==> config.mk <==
export PLATFORM = sky130hd
export DESIGN_NAME = bgrp_spacing_guard
export DESIGN_NICKNAME = d
export VERILOG_FILES = /design/src/rtl/bgrp_spacing_guard.sv
export SDC_FILE = /design/constraint.sdc
export NUM_CORES = 1
export LEC_CHECK = 0
export ABC_AREA = 0
export BUFFER_PORTS_ARGS = -buffer_cell sky130_fd_sc_hd__buf_4
export CAP_MARGIN = 15
export CELL_PAD_IN_SITES_DETAIL_PLACEMENT = 2
export CELL_PAD_IN_SITES_GLOBAL_PLACEMENT = 2
export CORE_MARGIN = 2
export CORE_UTILIZATION = 44
export DETAILED_ROUTE_END_ITERATION = 10
export HOLD_SLACK_MARGIN = 0.08
export PLACE_DENSITY_LB_ADDON = 0.1
export SYNTH_ARGS = -nofsm -noshare
export SYNTH_HDL_FRONTEND = slang
export SYNTH_SLANG_ARGS = --single-unit
==> constraint.sdc <==
create_clock -name clk -period 4.13 [get_ports clk]
set_input_delay 0.413 -clock clk [delete_from_list [all_inputs] [get_ports clk]]
set_output_delay 0.413 -clock clk [all_outputs]
set_load 0.01 [all_outputs]
==> src/rtl/bgrp_spacing_guard.sv <==
module bgrp_spacing_guard #(
  parameter int NUM_BANKS = 16,
  parameter int T_RRD_S = 2,
  parameter int T_RRD_L = 4,
  parameter int T_CCD_S = 2,
  parameter int T_CCD_L = 3,
  parameter int T_WTR_S = 3,
  parameter int T_WTR_L = 5,
  parameter int T_RTP_S = 2,
  parameter int T_RTP_L = 4
) (
  input  logic                         clk,
  input  logic                         rst_n,
  input  logic                         grp_en,
  input  logic                         cmd_valid,
  input  logic [1:0]                   cmd_type,
  input  logic [$clog2(NUM_BANKS)-1:0] cmd_bank,
  output logic                         rdy_act,
  output logic                         rdy_rd,
  output logic                         rdy_wr,
  output logic                         rdy_pre,
  output logic                         viol
);
  localparam int BANK_W = $clog2(NUM_BANKS);
  localparam int NUM_GRPS = (NUM_BANKS == 32) ? 8 : 4;
  localparam int GRP_SHIFT = (NUM_BANKS == 8) ? 1 : 2;
  localparam int GRP_W = $clog2(NUM_GRPS);
  localparam int MAX_A = T_RRD_S; localparam int MAX_B = (T_RRD_L > MAX_A) ? T_RRD_L : MAX_A;
  localparam int MAX_C = (T_CCD_S > MAX_B) ? T_CCD_S : MAX_B;
  localparam int MAX_D = (T_CCD_L > MAX_C) ? T_CCD_L : MAX_C;
  localparam int MAX_E = (T_WTR_S > MAX_D) ? T_WTR_S : MAX_D;
  localparam int MAX_F = (T_WTR_L > MAX_E) ? T_WTR_L : MAX_E;
  localparam int MAX_G = (T_RTP_S > MAX_F) ? T_RTP_S : MAX_F;
  localparam int MAX_T = (T_RTP_L > MAX_G) ? T_RTP_L : MAX_G;
  localparam int AGE_W = $clog2(MAX_T + 1);
  localparam logic [AGE_W-1:0] SAT = AGE_W'(MAX_T);
  localparam logic [AGE_W-1:0] ONE = AGE_W'(1);

  localparam logic [1:0] OP_ACT = 2'd0, OP_RD = 2'd1, OP_WR = 2'd2, OP_PRE = 2'd3;

  // Saturating ages: cycles since the last accepted command of a kind.
  logic [AGE_W-1:0] any_act, any_rd, any_wr;
  logic [AGE_W-1:0] grp_act [NUM_GRPS];
  logic [AGE_W-1:0] grp_rd  [NUM_GRPS];
  logic [AGE_W-1:0] grp_wr  [NUM_GRPS];
  logic [AGE_W-1:0] bank_rd [NUM_BANKS];

  function automatic logic [AGE_W-1:0] bump(input logic [AGE_W-1:0] a);
    return (a >= SAT) ? SAT : a + ONE;
  endfunction

  wire [GRP_W-1:0] grp = GRP_W'(cmd_bank >> GRP_SHIFT);

  assign rdy_act = (any_act >= AGE_W'(T_RRD_S)) &&
                   (!grp_en || grp_act[grp] >= AGE_W'(T_RRD_L));
  assign rdy_rd  = (any_rd >= AGE_W'(T_CCD_S)) && (any_wr >= AGE_W'(T_WTR_S)) &&
                   (!grp_en || (grp_rd[grp] >= AGE_W'(T_CCD_L) &&
                                grp_wr[grp] >= AGE_W'(T_WTR_L)));
  assign rdy_wr  = (any_wr >= AGE_W'(T_CCD_S)) &&
                   (!grp_en || grp_wr[grp] >= AGE_W'(T_CCD_L));
  assign rdy_pre = bank_rd[cmd_bank] >= (grp_en ? AGE_W'(T_RTP_L) : AGE_W'(T_RTP_S));

  logic sel_ok;
  always_comb begin
    case (cmd_type)
      OP_ACT:  sel_ok = rdy_act;
      OP_RD:   sel_ok = rdy_rd;
      OP_WR:   sel_ok = rdy_wr;
      default: sel_ok = rdy_pre;
    endcase
  end

  wire acc = cmd_valid && sel_ok;
  assign viol = cmd_valid && !sel_ok;

  wire acc_act = acc && cmd_type == OP_ACT;
  wire acc_rd  = acc && cmd_type == OP_RD;
  wire acc_wr  = acc && cmd_type == OP_WR;

  always_ff @(posedge clk) begin
    if (!rst_n) begin
      any_act <= SAT; any_rd <= SAT; any_wr <= SAT;
      for (int i = 0; i < NUM_GRPS; i++) begin
        grp_act[i] <= SAT; grp_rd[i] <= SAT; grp_wr[i] <= SAT;
      end
      for (int i = 0; i < NUM_BANKS; i++) bank_rd[i] <= SAT;
    end else begin
      any_act <= acc_act ? ONE : bump(any_act);
      any_rd  <= acc_rd  ? ONE : bump(any_rd);
      any_wr  <= acc_wr  ? ONE : bump(any_wr);
      for (int i = 0; i < NUM_GRPS; i++) begin
        grp_act[i] <= (acc_act && grp == GRP_W'(i)) ? ONE : bump(grp_act[i]);
        grp_rd[i]  <= (acc_rd  && grp == GRP_W'(i)) ? ONE : bump(grp_rd[i]);
        grp_wr[i]  <= (acc_wr  && grp == GRP_W'(i)) ? ONE : bump(grp_wr[i]);
      end
      for (int i = 0; i < NUM_BANKS; i++)
        bank_rd[i] <= (acc_rd && cmd_bank == BANK_W'(i)) ? ONE : bump(bank_rd[i]);
    end
  end

  a_r1_clean_after_reset: assert property (@(posedge clk) disable iff (!rst_n)
    $past(!rst_n) |-> (rdy_act && rdy_rd && rdy_wr && rdy_pre));

  a_r4_act_blocks_next: assert property (@(posedge clk) disable iff (!rst_n)
    ((T_RRD_S > 1) && acc_act) |=> !rdy_act);

  a_r7_wr_blocks_rd: assert property (@(posedge clk) disable iff (!rst_n)
    ((T_WTR_S > 1) && acc_wr) |=> !rdy_rd);

  a_r8_rd_blocks_pre_same_bank: assert property (@(posedge clk) disable iff (!rst_n)
    ((T_RTP_S > 1) && (T_RTP_L > 1) && acc_rd) |=>
      ((cmd_bank != $past(cmd_bank)) || !rdy_pre));

  a_r9_rejected_act_not_recorded: assert property (@(posedge clk) disable iff (!rst_n)
    (viol && cmd_type == OP_ACT) |=> (any_act != ONE));
endmodule

# Yosys cells after proc, flatten, opt, wreduce, memory -nomap -nowiden
# Memories as Yosys holds them, arrays and structs flattened.
# Cells that the tools add are included.
[totals] ff_bits=9 mem_bits_rw=84 in_bits=10 output_inout_bits=5 wordCells=273 mem_count=4
[mem_list] memory="bank_rd" words=16 word_bits=3 rd=17 rd_ports_with_merged_regs=0 write_ports=16 line_no="46" rtl="logic [AGE_W-1:0] bank_rd [NUM_BANKS];"
[mem_list] memory="grp_act" words=4 word_bits=3 rd=5 rd_ports_with_merged_regs=0 write_ports=4 line_no="43" rtl="logic [AGE_W-1:0] grp_act [NUM_GRPS];"
[mem_list] memory="grp_rd" words=4 word_bits=3 rd=5 rd_ports_with_merged_regs=0 write_ports=4 line_no="44" rtl="logic [AGE_W-1:0] grp_rd [NUM_GRPS];"
[mem_list] memory="grp_wr" words=4 word_bits=3 rd=5 rd_ports_with_merged_regs=0 write_ports=4 line_no="45" rtl="logic [AGE_W-1:0] grp_wr [NUM_GRPS];"
[classes] add_sub_neg=31 order_cmp=40 n_eq_ne=20 n_mux=94 bitwise=29 n_reduce_logical=49
[op_table] op="3-bit 2-to-1 mux" count=91
[op_table] op="3-bit >= comparator (second input constant)" count=33
[op_table] op="3-bit by 1-bit adder with 3-bit output (second input constant)" count=31
[op_table] op="1-bit logical AND" count=38
[op_table] op="4-bit == test (second input constant)" count=8
[op_table] op="1-bit OR" count=28
[op_table] op="3-bit by 2-bit >= comparator with 1-bit output (second input constant)" count=6
[op_table] op="4-bit by 3-bit == test with 1-bit output (second input constant)" count=4
[op_table] op="3-bit OR reduction" count=3
[op_table] op="4-bit by 2-bit == test with 1-bit output (second input constant)" count=2
[op_table] op="2-bit == test (second input constant)" count=3
[op_table] op="2-bit by 1-bit == test with 1-bit output (second input constant)" count=2
[op_table] op="4-bit by 1-bit == test with 1-bit output (second input constant)" count=1
[op_table] op="2-bit logical NOT" count=2
[op_table] op="4-bit logical NOT" count=1
[op_table] op="3-bit >= comparator" count=1
[op_table] op="1-bit logical OR" count=3
[op_table] op="1-bit case mux with 3 select lines" count=1
[op_table] op="1-bit logical NOT" count=2
[op_table] op="1-bit 2-to-1 mux" count=2
[op_table] op="1-bit inverter" count=1

# Depth between registers and ports, before layout
# An unclocked memory read counts as a cell.
[logic_depth] ltp_word=11 ltp_mapped=11

# Worst setup path before layout
# Ideal clock, no wire load.
[synth_path] kind="in2out" start="input cmd_bank[1]" end="output viol" arrival_ns=2.733 required_time_ns=3.717 slack_ns=0.984 path_stages=10 n_path_buf=2 path_cell_list="clkbuf_1 clkbuf_1 mux4_2 mux4_2 ha_1 nand2_1 a221oi_1 o211ai_1 nand3_1 a21oi_1"
[synth_via] elab_chain_cells=5
[synth_lines] element="start, declared" line_no="17" rtl="input logic [$clog2(NUM_BANKS)-1:0] cmd_bank,"
[synth_lines] element="memory read 16 x 3 bit"
[synth_lines] element="3-bit >= comparator" line_no="61" rtl="assign rdy_pre = bank_rd[cmd_bank] >= (grp_en ? AGE_W'(T_RTP_L) : AGE_W'(T_RTP_S));"
[synth_lines] element="1-bit case mux with 3 select lines" line_no="65" rtl="case (cmd_type)"
[synth_lines] element="1-bit logical NOT" line_no="74" rtl="assign viol = cmd_valid && !sel_ok;"
[synth_lines] element="1-bit logical AND" line_no="74"
[synth_lines] element="end, declared" line_no="22" rtl="output logic viol"
# No other way between the ends.

# Worst setup path in the final report
[layout_path] start="input cmd_bank[0]" end="output viol"
# Same word-level chain as after synthesis.

==> impl_results.rst <==
.. list-table::
   :header-rows: 1

   * - Metric
     - Value
   * - Pins Over Slew Limit
     - 0
   * - Number of buffers added on ports
     - 14
   * - Post-route minimum period
     - 3.30 ns
   * - End point of the critical path
     - viol
   * - Clock latency of the later-clocked register in the worst-skew pair
     - 0.35 ns
   * - Final total negative setup slack
     - 0 ns
   * - Start-to-end type of the worst setup path
     - input pin to output pin
   * - GRT Overall Usage
     - 0.246
   * - Pin slew with the least headroom to its limit
     - 0.956 ns
   * - Largest net degree at the start of global routing
     - 88
   * - Die outline area
     - 13200 um^2
   * - Clock slew at reported path FFs
     - 0.07 ns
   * - P per Cell Area
     - 433 nW/um^2
   * - Final clock skew
     - 0.00972 ns
   * - Number of sinks on the clock net
     - 93
   * - Leading post-synthesis cells by cell area
     - sky130_fd_sc_hd__dfxtp_1, sky130_fd_sc_hd__ha_1, sky130_fd_sc_hd__mux4_2, sky130_fd_sc_hd__o21ai_0, sky130_fd_sc_hd__nand3_1
   * - DRC viols
     - 0
   * - Fin util
     - 0.489
   * - Vertical die dimension
     - 115 um
   * - Max-capacitance violation count
     - 0
   * - Startpoint of the lowest-slack register-to-register path
     - any_wr[1]
   * - Number of nets in the synthesized netlist
     - 653
   * - Launching instance or port of the critical path
     - cmd_bank[0]
   * - Number of global-route vias before repair
     - 4714
   * - Worst-case vdd ir drop
     - 0.000306 V
   * - Area post-placement
     - 5570 um^2
   * - Worst R2R Setup Slack
     - 1.64 ns
   * - Horizontal die dimension
     - 115 um
   * - Wire length of the first global-routing pass
     - 25.0 mm
   * - Final estimated routing congestion in global placement
     - 0.810
   * - Post-CTS setup repair buffer count
     - 0
   * - Count of antenna-violating nets left after detailed routing
     - 0
   * - Number of buffers added by the clock tree synthesis step
     - 9
   * - Final worst path period share
     - 0.799
   * - Mapped Area
     - 5420 um^2
   * - Post-Route WL
     - 15.1 mm
   * - Kind of start point of the critical path
     - input pin
   * - Grt total ovfl
     - 0
   * - Root buffer cell
     - sky130_fd_sc_hd__clkbuf_16
   * - Layout overhead on the synthesized area
     - 8.57%
   * - Site row count
     - 40
   * - Vias after detailed routing
     - 4343
   * - Final setup viols
     - 0
   * - Ranking of synthesized cells by instance count
     - sky130_fd_sc_hd__dfxtp_1, sky130_fd_sc_hd__ha_1, sky130_fd_sc_hd__inv_1
   * - Worst rel slew slack
     - 0.361
   * - Post-Synthesis Cells
     - 576
   * - Synthesis-stage register bit count
     - 93
   * - Synth top area share
     - 0.344
   * - Data arrival time of the critical path
     - 2.89 ns
   * - Number of antenna violations at the first check in global routing
     - 0
   * - Drt first-iter violations
     - 136
   * - Initial Utilization
     - 0.451
   * - Clock tree from TritonCTS
     - built
   * - Leakage Power
     - 0.00228 uW
   * - Detail Placement HPWL
     - 10.8 mm
   * - Routed length per instance
     - 20.7 um
   * - Dominant cell by count in the synthesized netlist
     - sky130_fd_sc_hd__dfxtp_1
   * - Maximum net fanout on the critical path
     - 17
   * - First-pass detailed-route iteration total
     - 4
   * - Core Region
     - 12000 um^2
   * - Max Clk Rate
     - 303 MHz
   * - CTS H-tree depth
     - 3
   * - Cell taking the most area after synthesis
     - sky130_fd_sc_hd__dfxtp_1
   * - Number of different library cells in the post-synthesis netlist
     - 60
   * - Required time at the worst-slack endpoint
     - 3.72 ns
   * - Sequential fraction of the synthesis area
     - 0.344
   * - Length in cells of the worst reg-to-reg path
     - 7
   * - Count of yosys warnings during synthesis
     - 0
   * - Maximum buffer depth of the clock tree
     - 2
   * - Post-CTS Resized
     - 0
   * - Count of pins on the block boundary
     - 15
   * - Unrepaired setup endpoints after global routing
     - false
   * - Count of flip-flops with a built-in enable after synthesis
     - 0
   * - Most used flip-flop cell after synthesis
     - sky130_fd_sc_hd__dfxtp_1
   * - Type of the tightest min-delay check
     - flop to flop
   * - Hold Vio Cnt, Final
     - 0
   * - Post-cts hold buffer count
     - 0
   * - Critical register-to-register path endpoint
     - bank_rd[10][2]
   * - Final Net Count
     - 655
   * - Post-route worst hold slack
     - 0.439 ns
   * - Asr flop ratio synth
     - 0
   * - Summed area of non-filler cells in the final layout
     - 5880 um^2
   * - Post-detailed-route via-to-cell ratio
     - 5.95
   * - Proportion of layout cells with a drive suffix above 1
     - 0.108
   * - Average footprint of a synthesized cell
     - 9.40 um^2
   * - Endpoint type of the worst setup path
     - output pin
   * - Antenna Diode Count
     - 0
   * - Outcome
     - finished clean
==> report_power, final <==
| part | switching [uW] | internal, uW |
|---|---|---|
| registers | 118 | 994 |
| logic | 315 | 243 |
| clock network | 371 | 503 |
==> kinds of logic after synthesis <==
logic type               after synthesis  synth area share
flip-flops                            93             0.344
AO/OA/AOI/OAI                        142             0.185
XOR/XNOR                               8            0.0129
AND/OR/NAND/NOR                      167             0.161
adder cells (fa/ha/maj)               67             0.155
buffers and inverters                 78            0.0647
multiplexers                          21            0.0774
==> cells in the final DEF (no fill, tap or decap), types with 8 or more instances in the layout <==
| cell type | instances |
|---|---|
| sky130_fd_sc_hd__o21ai_0 | 50 |
| sky130_fd_sc_hd__nand2_1 | 30 |
| sky130_fd_sc_hd__ha_1 | 67 |
| sky130_fd_sc_hd__a22oi_1 | 16 |
| sky130_fd_sc_hd__nor3_1 | 22 |
| sky130_fd_sc_hd__a21o_1 | 13 |
| sky130_fd_sc_hd__buf_4 | 16 |
| sky130_fd_sc_hd__nor2b_1 | 15 |
| sky130_fd_sc_hd__clkbuf_16 | 9 |
| sky130_fd_sc_hd__mux4_2 | 15 |
| sky130_fd_sc_hd__dfxtp_1 | 93 |
| sky130_fd_sc_hd__nor2_1 | 22 |
| sky130_fd_sc_hd__inv_1 | 53 |
| sky130_fd_sc_hd__a211oi_1 | 8 |
| sky130_fd_sc_hd__nand3_1 | 41 |
| sky130_fd_sc_hd__a21oi_1 | 16 |
==> stage by stage <==
stage | instances | total power, uW | setup WS (ns)
2_1_floorplan | 576 | 1510 | 0.984
3_3_place_gp | 714 | 1620 | 0.934
3_5_place_dp | 714 | 1690 | 0.822
4_1_cts | 730 | 2570 | 0.823
5_1_grt | 730 | 2720 | 0.720
6_report | 730 | 2540 | 0.830
==> worst min path at each step <==
stage	startpoint	endpoint	cells past startpoint	slack, ns
floorplan	grp_wr[1][0]	grp_wr[1][0]	1	0.39
global placement	grp_act[0][0]	grp_act[0][0]	1	0.41
detailed placement	grp_act[1][0]	grp_act[1][0]	1	0.42
CTS	grp_wr[1][0]	grp_wr[1][0]	1	0.45
global route	grp_wr[1][0]	grp_wr[1][0]	1	0.46
finish	grp_wr[1][0]	grp_wr[1][0]	1	0.44
==> critical path, stage by stage <==
cell and delay (ns):
sky130_fd_sc_hd__buf_4 0.23, sky130_fd_sc_hd__mux4_2 0.54, sky130_fd_sc_hd__mux4_2 0.48, sky130_fd_sc_hd__ha_1 0.31
sky130_fd_sc_hd__nand2_1 0.06, sky130_fd_sc_hd__a221oi_1 0.24, sky130_fd_sc_hd__o211ai_1 0.23, sky130_fd_sc_hd__nand3_1 0.13
sky130_fd_sc_hd__a21oi_1 0.07, sky130_fd_sc_hd__buf_4 0.16
==> sequential cells by signal, summed over array words and instances (netlist names) <==
signal	cells
grp_wr	12
any_rd	3
grp_act	12
any_act	3
grp_rd	12
bank_rd	48
any_wr	3
==> layout make-up <==
| cell class | instances | area (um^2) |
|---|---|---|
| Fill cell | 1290 | 6130 |
| Multi-Input combinational cell | 405 | 3200 |
| Sequential cell | 93 | 1860 |
| Clock buffer | 11 | 253 |
| Inverter | 53 | 199 |
| Tap cell | 147 | 184 |
| Timing Repair Buffer | 16 | 120 |
| Clock inverter | 5 | 58.8 |
==> routing by layer <==
layer | wire length [um] | global-route usage | up-vias | share of wire
met5 | 0 | 0 | - | 0
met4 | 211 | 0.0643 | 0 | 0.014
met3 | 385 | 0.0506 | 17 | 0.025
met2 | 7710 | 0.444 | 39 | 0.51
met1 | 6830 | 0.299 | 2213 | 0.45
li1 | - | - | 2074 | -
(Power assumes the default switching activity.)
